==> config.mk <==
export PLATFORM = sky130hd
export DESIGN_NAME = supply_guard
export DESIGN_NICKNAME = d
export VERILOG_FILES = /design/src/rtl/supply_guard_pkg.sv /design/src/rtl/sg_thresh.sv /design/src/rtl/sg_fsm.sv /design/src/rtl/supply_guard.sv
export SDC_FILE = /design/constraint.sdc
export NUM_CORES = 1
export LEC_CHECK = 0
export BUFFER_PORTS_ARGS = -buffer_cell sky130_fd_sc_hd__buf_2
export CAP_MARGIN = 40
export CORE_MARGIN = 1.5
export CORE_UTILIZATION = 30
export CTS_CLUSTER_SIZE = 24
export DETAILED_ROUTE_END_ITERATION = 16
export GPL_ROUTABILITY_DRIVEN = 0
export RECOVER_POWER = 50
export SYNTH_ARGS = -nofsm -noshare
export SYNTH_HDL_FRONTEND = slang
export SYNTH_SLANG_ARGS = --single-unit
==> constraint.sdc <==
create_clock -name clk -period 1.2 [get_ports clk]
set_clock_uncertainty 0.2 [all_clocks]
set_input_delay 0.24 -clock clk [delete_from_list [all_inputs] [get_ports clk]]
set_output_delay 0.24 -clock clk [all_outputs]
set_load 0.02 [all_outputs]
==> src/rtl/supply_guard_pkg.sv <==
package supply_guard_pkg;

  typedef enum logic [1:0] {
    SG_SEALED = 2'd0,
    SG_NORMAL = 2'd1,
    SG_PROT   = 2'd2,
    SG_BATT   = 2'd3
  } sg_state_e;

  typedef struct packed {
    logic run_up;     // above operating level plus hysteresis
    logic prot_dn;    // at or below protect level
    logic batt_dn;    // below switch level minus hysteresis
    logic batt_up;    // above switch level plus hysteresis
    logic seal_low;   // below switch level, no hysteresis
  } sg_levels_t;

endpackage

==> src/rtl/sg_thresh.sv <==
module sg_thresh
  import supply_guard_pkg::*;
#(
  parameter int MV_W    = 13,
  parameter int RUN_MV  = 3000,
  parameter int PROT_MV = 2800,
  parameter int SW_MV   = 2500,
  parameter int HYST_MV = 20
) (
  input  logic [MV_W-1:0] smp_mv,
  output sg_levels_t      lvl
);

  localparam logic [MV_W-1:0] RUN_UP  = MV_W'(RUN_MV + HYST_MV);
  localparam logic [MV_W-1:0] PROT_LV = MV_W'(PROT_MV);
  localparam logic [MV_W-1:0] SW_LV   = MV_W'(SW_MV);
  localparam logic [MV_W-1:0] SW_UP   = MV_W'(SW_MV + HYST_MV);

  generate
    if (HYST_MV > SW_MV) begin : g_floor
      // Hysteresis wider than the switch level: lower edge clamps at zero.
      assign lvl.batt_dn = 1'b0;
    end else begin : g_band
      localparam logic [MV_W-1:0] SW_DN = MV_W'(SW_MV - HYST_MV);
      assign lvl.batt_dn = (smp_mv < SW_DN);
    end
  endgenerate

  assign lvl.run_up   = (smp_mv > RUN_UP);
  assign lvl.prot_dn  = (smp_mv <= PROT_LV);
  assign lvl.batt_up  = (smp_mv > SW_UP);
  assign lvl.seal_low = (smp_mv < SW_LV);

endmodule

==> src/rtl/sg_fsm.sv <==
module sg_fsm
  import supply_guard_pkg::*;
(
  input  logic       clk,
  input  logic       rst_n,
  input  logic       smp_valid,
  input  sg_levels_t lvl,
  output sg_state_e  state_q,
  output logic       armed_q,
  output logic       lost_q
);

  sg_state_e state_d;
  logic      armed_d;
  logic      lost_d;

  always_comb begin
    state_d = state_q;
    armed_d = armed_q;
    lost_d  = lost_q;
    if (smp_valid) begin
      unique case (state_q)
        SG_SEALED: begin
          if (lvl.run_up) begin
            state_d = SG_NORMAL;
            armed_d = 1'b1;
          end else if (lvl.seal_low) begin
            lost_d = 1'b1;
          end
        end
        SG_NORMAL: begin
          if (lvl.prot_dn) state_d = SG_PROT;
        end
        SG_PROT: begin
          if (lvl.run_up)       state_d = SG_NORMAL;
          else if (lvl.batt_dn) state_d = SG_BATT;
        end
        SG_BATT: begin
          if (lvl.batt_up) state_d = SG_PROT;
        end
        default: state_d = SG_SEALED;
      endcase
    end
  end

  always_ff @(posedge clk or negedge rst_n) begin
    if (!rst_n) begin
      state_q <= SG_SEALED;
      armed_q <= 1'b0;
      lost_q  <= 1'b0;
    end else begin
      state_q <= state_d;
      armed_q <= armed_d;
      lost_q  <= lost_d;
    end
  end


  normal_not_to_batt_chk: assert property (@(posedge clk) disable iff (!rst_n)
    (state_q == SG_NORMAL) |=> (state_q != SG_BATT));


  batt_not_to_normal_chk: assert property (@(posedge clk) disable iff (!rst_n)
    (state_q == SG_BATT) |=> (state_q != SG_NORMAL));


  no_reseal_chk: assert property (@(posedge clk) disable iff (!rst_n)
    (state_q != SG_SEALED) |=> (state_q != SG_SEALED));


  lost_sticky_chk: assert property (@(posedge clk) disable iff (!rst_n)
    lost_q |=> lost_q);


  armed_sticky_chk: assert property (@(posedge clk) disable iff (!rst_n)
    armed_q |=> armed_q);


  idle_hold_chk: assert property (@(posedge clk) disable iff (!rst_n)
    !smp_valid |=> ($stable(state_q) && $stable(lost_q) && $stable(armed_q)));

endmodule

==> src/rtl/supply_guard.sv <==
module supply_guard
  import supply_guard_pkg::*;
#(
  parameter int MV_W    = 13,
  parameter int RUN_MV  = 3000,
  parameter int PROT_MV = 2800,
  parameter int SW_MV   = 2500,
  parameter int HYST_MV = 20
) (
  input  logic            clk,
  input  logic            rst_n,
  input  logic            smp_valid,
  output logic            smp_ready,
  input  logic [MV_W-1:0] smp_mv,
  output logic            wr_block,
  output logic            in_gate,
  output logic            out_hiz,
  output logic            src_batt,
  output logic            batt_armed,
  output logic            data_lost,
  output logic [1:0]      state_code
);

  sg_levels_t lvl;
  sg_state_e  state_q;
  logic       armed_q;
  logic       lost_q;
  logic       locked;

  sg_thresh #(
    .MV_W(MV_W), .RUN_MV(RUN_MV), .PROT_MV(PROT_MV),
    .SW_MV(SW_MV), .HYST_MV(HYST_MV)
  ) u_thresh (
    .smp_mv(smp_mv),
    .lvl   (lvl)
  );

  sg_fsm u_fsm (
    .clk      (clk),
    .rst_n    (rst_n),
    .smp_valid(smp_valid),
    .lvl      (lvl),
    .state_q  (state_q),
    .armed_q  (armed_q),
    .lost_q   (lost_q)
  );

  assign locked     = (state_q != SG_NORMAL);
  assign smp_ready  = 1'b1;
  assign wr_block   = locked;
  assign in_gate    = locked;
  assign out_hiz    = locked;
  assign src_batt   = (state_q == SG_BATT);
  assign batt_armed = armed_q;
  assign data_lost  = lost_q;
  assign state_code = state_q;


  seal_keeps_cell_off_chk: assert property (@(posedge clk) disable iff (!rst_n)
    !batt_armed |-> !src_batt);


  batt_fully_locked_chk: assert property (@(posedge clk) disable iff (!rst_n)
    src_batt |-> (wr_block && in_gate && out_hiz));


  armed_matches_unsealed_chk: assert property (@(posedge clk) disable iff (!rst_n)
    batt_armed |-> (state_code != 2'd0));

endmodule

# ---- Word-level counts from Yosys, hierarchy flattened
# Cells that the tools add are included.
dict set report word_totals {
  elab_cells 27
  reg_bits 4
  output_inout_bits 9
  inputBits 16
}
dict set report op_classes {
  muxes 6
  reduce_logical 4
  n_eq_ne 8
  order_cmp 5
  bitwise 1
}
# op count
set ops {}
lappend ops {{$gt 13x12->1 const B} 2}
lappend ops {{$lt 13x12->1 const B} 2}
lappend ops {{$le 13x12->1 const B} 1}
lappend ops {{$mux 2} 5}
lappend ops {{$pmux 2 s4} 1}
lappend ops {{$reduce_and 5->1} 1}
lappend ops {{$eq 2x2->1 const B} 2}
lappend ops {{$ne 2x1->1 const B} 2}
lappend ops {{$ne 2x2->1 const B} 2}
lappend ops {{$reduce_and 4->1} 1}
lappend ops {{$ne 3x3->1 const B} 1}
lappend ops {{$reduce_and 3->1} 1}
lappend ops {{$eq 2x1->1 const B} 1}
lappend ops {{$logic_not 2->1} 1}
lappend ops {{$not 1->1} 1}

# ---- Depth between registers and ports, before layout
dict set report depth {
  ltp_word 4
  mapped_depth 5
  mapped_depth_nobuf 5
}

# ---- By module
# A second synthesis with hierarchy kept.
dict set report hier_totals {
  cells_unflattened 51
  hier_area_um2 409.1
}
# mod cells_per_inst n_inst seq_area_each_um2 area_per_inst_um2
set modules_own_cells {}
lappend modules_own_cells {sg_thresh 29 1 0.0 196.4}
lappend modules_own_cells {sg_fsm 16 1 100.1 173.9}
lappend modules_own_cells {supply_guard 6 1 0.0 38.8}

# ---- Least setup slack after synthesis
# OpenSTA, ideal clock, no wires.
dict set report synth_timing {
  kind {reg2reg}
  from {reg u_fsm.state_q[1]}
  to {reg u_fsm.state_q[0]}
  setup_ps 134
  required_ps 866
  synth_period_minus_slack_ps 1589
  arrival_time_ps 1255
  setup_slack_ps -389
  stages_incl_launch_ff 6
  path_buffers 0
  path_cell_list {dfrtp_1 -> nand2b_1 -> nand2_1 -> o211ai_2 -> a21boi_0 -> mux2i_1}
}
dict set report synth_via {
  elab_chain_cells 3
  elab_cells_between_ends 10
  cone_classes {eq/ne: 7; mux: 1; reduce/logical: 2}
}
# item line_no
set synth_lines {}
lappend synth_lines {{start: declaration} sg_fsm.sv:8} ;# output sg_state_e state_q,
lappend synth_lines {{start signal: assignment} sg_fsm.sv:52} ;# state_q <= state_d;
lappend synth_lines {{$eq 2x2->1, or another cell as far along} sg_fsm.sv:22} ;# unique case (state_q)
lappend synth_lines {{$ne 3x3->1 (no source line), or another cell as far along} -}
lappend synth_lines {{$reduce_and 5->1 (no source line)} -}
# Several ways; a longest one is shown, not always the timed one.
# A chain may end at the register's enable or synchronous reset.

# ---- Worst setup path in the final report
dict set report layout_timing {
  from {reg u_fsm.state_q[0]}
  to {out src_batt}
}
dict set report layout_via {
  elab_chain_cells 1
}
# item line_no
set layout_lines {}
lappend layout_lines {{$eq 2x2->1} supply_guard.sv:53} ;# assign src_batt = (state_q == SG_BATT);
lappend layout_lines {{end: declaration} supply_guard.sv:18} ;# output logic src_batt,
# Every way passes these cells.

==> results.sh <==
export IMPL_cells_along_the_critical_path="buf_6 > and2_4 > buf_6"
export IMPL_startpoint_type="flip-flop"
export IMPL_worstReg2RegEnd="u_fsm.state_q[1]"
export IMPL_worst_reg2reg_setup_slack_ns=-0.19
export IMPL_placement_io_buffers=23
export IMPL_number_of_global_route_vias_before_repair=659
export IMPL_first_pass_iters=4
export IMPL_initialDrtViolationCount=7
export IMPL_total_power_mw=1.46
export IMPL_hold_path_class="in2reg"
export IMPL_cp_data_arrival_time_ns=1.04
export IMPL_detailedPlacementHpwl_um=1090
export IMPL_timing_hold_worst_endpoint="u_fsm.lost_q"
export IMPL_cts_buffer_depth=2
export IMPL_worstSetupPathType="reg2out"
export IMPL_number_of_warning_messages_in_the_yosys_log=0
export IMPL_final_hold_viol_count=0
export IMPL_multi_input_area_sq_um=360
export IMPL_critical_path_slowest_cell="sky130_fd_sc_hd__dfrtp_2"
export IMPL_holdCritStartpoint="smp_mv[12]"
export IMPL_grt_ovfl_total=0
export IMPL_effective_utilization_at_floorplan_pct=33.3
export IMPL_routed_via_density=5.17
export IMPL_clock_sinks=4
export IMPL_rr_worst_depth=5
export IMPL_drv_slew=0
export IMPL_floorplan_rows=13
export IMPL_max_stage_delay_ns=0.43
export IMPL_antennaDiodeCount=0
export IMPL_area_sequential_sq_um=101
export IMPL_dieWidth_um=41.5
export IMPL_critical_path_required_ns=0.76
export IMPL_regToRegStartpoint="u_fsm.state_q[1]"
export IMPL_cts_root_buffer_cell="sky130_fd_sc_hd__clkbuf_4"
export IMPL_power_ir_vdd_worst_mv=1.24
export IMPL_nets=123
export IMPL_layout_commonest_cell="sky130_fd_sc_hd__buf_6"
export IMPL_hold_path_depth=3
export IMPL_synthesis_area_per_instance_sq_um=8.23
export IMPL_worst_path_most_repeated_cell="sky130_fd_sc_hd__buf_6"
export IMPL_hold_ws_ns=0.109
export IMPL_clock_power_share_pct=12.5
export IMPL_dpl_worst_slack_ns=-0.486
export IMPL_worstPathMaxFanout=3
export IMPL_layout_area_overhead_vs_synth_pct=125
export IMPL_static_leakage_power_nw=0.468
export IMPL_grt_start_max_net_pins=6
export IMPL_rsz_0062_raised_after_global_routing="yes"
export IMPL_num_vias=626
export IMPL_switching_power_mw=0.531
export IMPL_h_tree_depth=1
export IMPL_clk_latency_ns=0.23
export IMPL_status="finished, violations left"
export IMPL_fp_dieH_um=41.5
export IMPL_layout_min_cycle_time_ns=1.48
export IMPL_type_of_destination_of_the_critical_path="primary output"
export IMPL_failing_checks="negative setup slack"
export IMPL_syn_inst=54
export IMPL_drive_gt1_share_pct=62.3
export IMPL_crit_buf_inv=2
export IMPL_grt_antenna_before_repair=0
export IMPL_synth_edff_count=0
export IMPL_drt_drc_violations_left=0
export IMPL_syn_num_nets=70
export IMPL_first_pass_grt_wire_length_um=2880
export IMPL_dieArea_sq_mm=0.00172
export IMPL_setup_violations=10
export IMPL_area_of_the_mapped_netlist_sq_um=444
export IMPL_wl_met1_um=646
export IMPL_routed_wl_met2_um=847
export IMPL_layout_setup_ws_ns=-0.279
export IMPL_synthDistinctLibCells=30
export IMPL_routedWlPerCell_um=13.7
export IMPL_sw_frac_of_total_pct=36.3
export IMPL_drt_wl_total_um=1660
export IMPL_route_met3_wl_um=74
export IMPL_timing_max_cap_violations=0
export IMPL_layout_filler_cells=101
export IMPL_top_level_ports=25
export IMPL_cpLargestDelayFamily="flip-flops"
export IMPL_finalSetupTns_ns=-2.01
export IMPL_drt_antenna_violating_nets=0
export IMPL_clk_pin_slew_worst_paths_ns=0.04
export IMPL_cts_tree="yes"
export IMPL_synth_async_sr_flop_share_pct=100
export IMPL_synth_ff_type="sky130_fd_sc_hd__dfrtp_1"
export IMPL_ffs_latches_synth=4
export IMPL_pwr_share_seq_pct=15.0
export IMPL_power_per_cell_area_mw_per_mm2=1470
export IMPL_timing_fmax_ghz=0.676
export IMPL_final_worst_path_cycle_share_pct=123
export IMPL_design_core_area_sq_mm=0.00133
export IMPL_highest_count_cells_in_the_layout_ignoring_fill_and_taps="23 x sky130_fd_sc_hd__buf_6, 20 x sky130_fd_sc_hd__buf_4, 5 x sky130_fd_sc_hd__inv_1"
export IMPL_combinationalPowerShare_pct=72.6
export IMPL_internal_power_mw=0.933
export IMPL_synth_seq_area_share_pct=22.5
export IMPL_cts_buffers=3
export IMPL_track_usage_pct=21.7
export IMPL_highest_layer="met4"
[synth_stat cells, drive strengths merged, types with 2 or more instances]
master / n / area share, %
a21boi: 2 / 3.4
a21oi: 3 / 3.4
a22o: 2 / 3.9
buf: 3 / 5.1
dfrtp: 4 / 23
inv: 5 / 4.2
nand2: 5 / 4.2
nand3: 2 / 3.4
nand4: 3 / 4.2
nor2: 4 / 3.4
o21ai: 2 / 2.3
o41ai: 2 / 3.9
[tightest hold or removal path, cell delays in order]
cell and delay, ns:
sky130_fd_sc_hd__buf_8 0.07, sky130_fd_sc_hd__buf_4 0.12, sky130_fd_sc_hd__o41ai_2 0.07
[flip-flops by register name, indices dropped and copies added (netlist names)]
| name | cells |
|---|---|
| u_fsm.armed_q | 1 |
| u_fsm.state_q | 2 |
| u_fsm.lost_q | 1 |
[repair_timing]
action / CTS / global route
gates resized for setup: 50 / 1
setup endpoints to repair: 12 / 12
setup buffers: 8 / 2
hold endpoints to repair: 4 / 0
hold buffers: 1 / 0
pin swaps: 11 / 4
[power groups by stage]
stage / Clock (mW) / Sequential, mW / Combinational, mW
2_1_floorplan: 0 / 0.277 / 0.308
4_1_cts: 0.190 / 0.219 / 1.03
3_5_place_dp: 0 / 0.219 / 0.612
3_3_place_gp: 0 / 0.222 / 0.606
5_1_grt: 0.200 / 0.225 / 1.13
6_report: 0.182 / 0.219 / 1.06
[logic make-up (layout without fill, tap and decap cells)]
logic type / after synthesis / count (layout) / share of synthesized area, %
AOI/OAI and AO/OA: 19 / 19 / 35.8
DFF: 4 / 4 / 22.5
buffers and inverters: 8 / 60 / 9.30
and+or+nand+nor: 21 / 21 / 29.3
other: 1 / 1 / 0.844
muxes: 1 / 1 / 2.25
[layout make-up]
cell class,count,share of cell area [%]
clock buffer,4,2.63
timing repair buffer,51,47.4
tap,15,1.88
sequential,4,10.2
inverter,5,1.88
multi-input combinational,42,36.1
[routing by layer]
| layer | GRT usage, % | vias up |
|---|---|---|
| li1 | - | 309 |
| met1 | 25.1 | 278 |
| met2 | 35.0 | 31 |
| met3 | 4.78 | 8 |
| met4 | 15.5 | 0 |
| met5 | 0 | - |
[through the flow]
step	util [%]	std cells	instance area (sq um)
after global routing	74.9	121	998
after global placement	51.9	106	692
after CTS	73.3	119	977
after detailed placement	51.9	106	692
final	74.9	121	998
after floorplan	-	54	453
[worst max-delay path by stage]
stage / startpoint / endpoint / slack [ns] / cells past startpoint
2_1_floorplan: smp_mv[2] / u_fsm.state_q[1] / -0.28 / 5
3_3_place_gp: smp_mv[3] / u_fsm.state_q[1] / -0.47 / 6
3_5_place_dp: smp_mv[3] / u_fsm.state_q[1] / -0.49 / 6
4_1_cts: u_fsm.state_q[0] / src_batt / -0.29 / 3
5_1_grt: u_fsm.state_q[0] / src_batt / -0.31 / 3
6_report: u_fsm.state_q[0] / src_batt / -0.28 / 3
No activity file was read; power rests on OpenSTA's default activity.
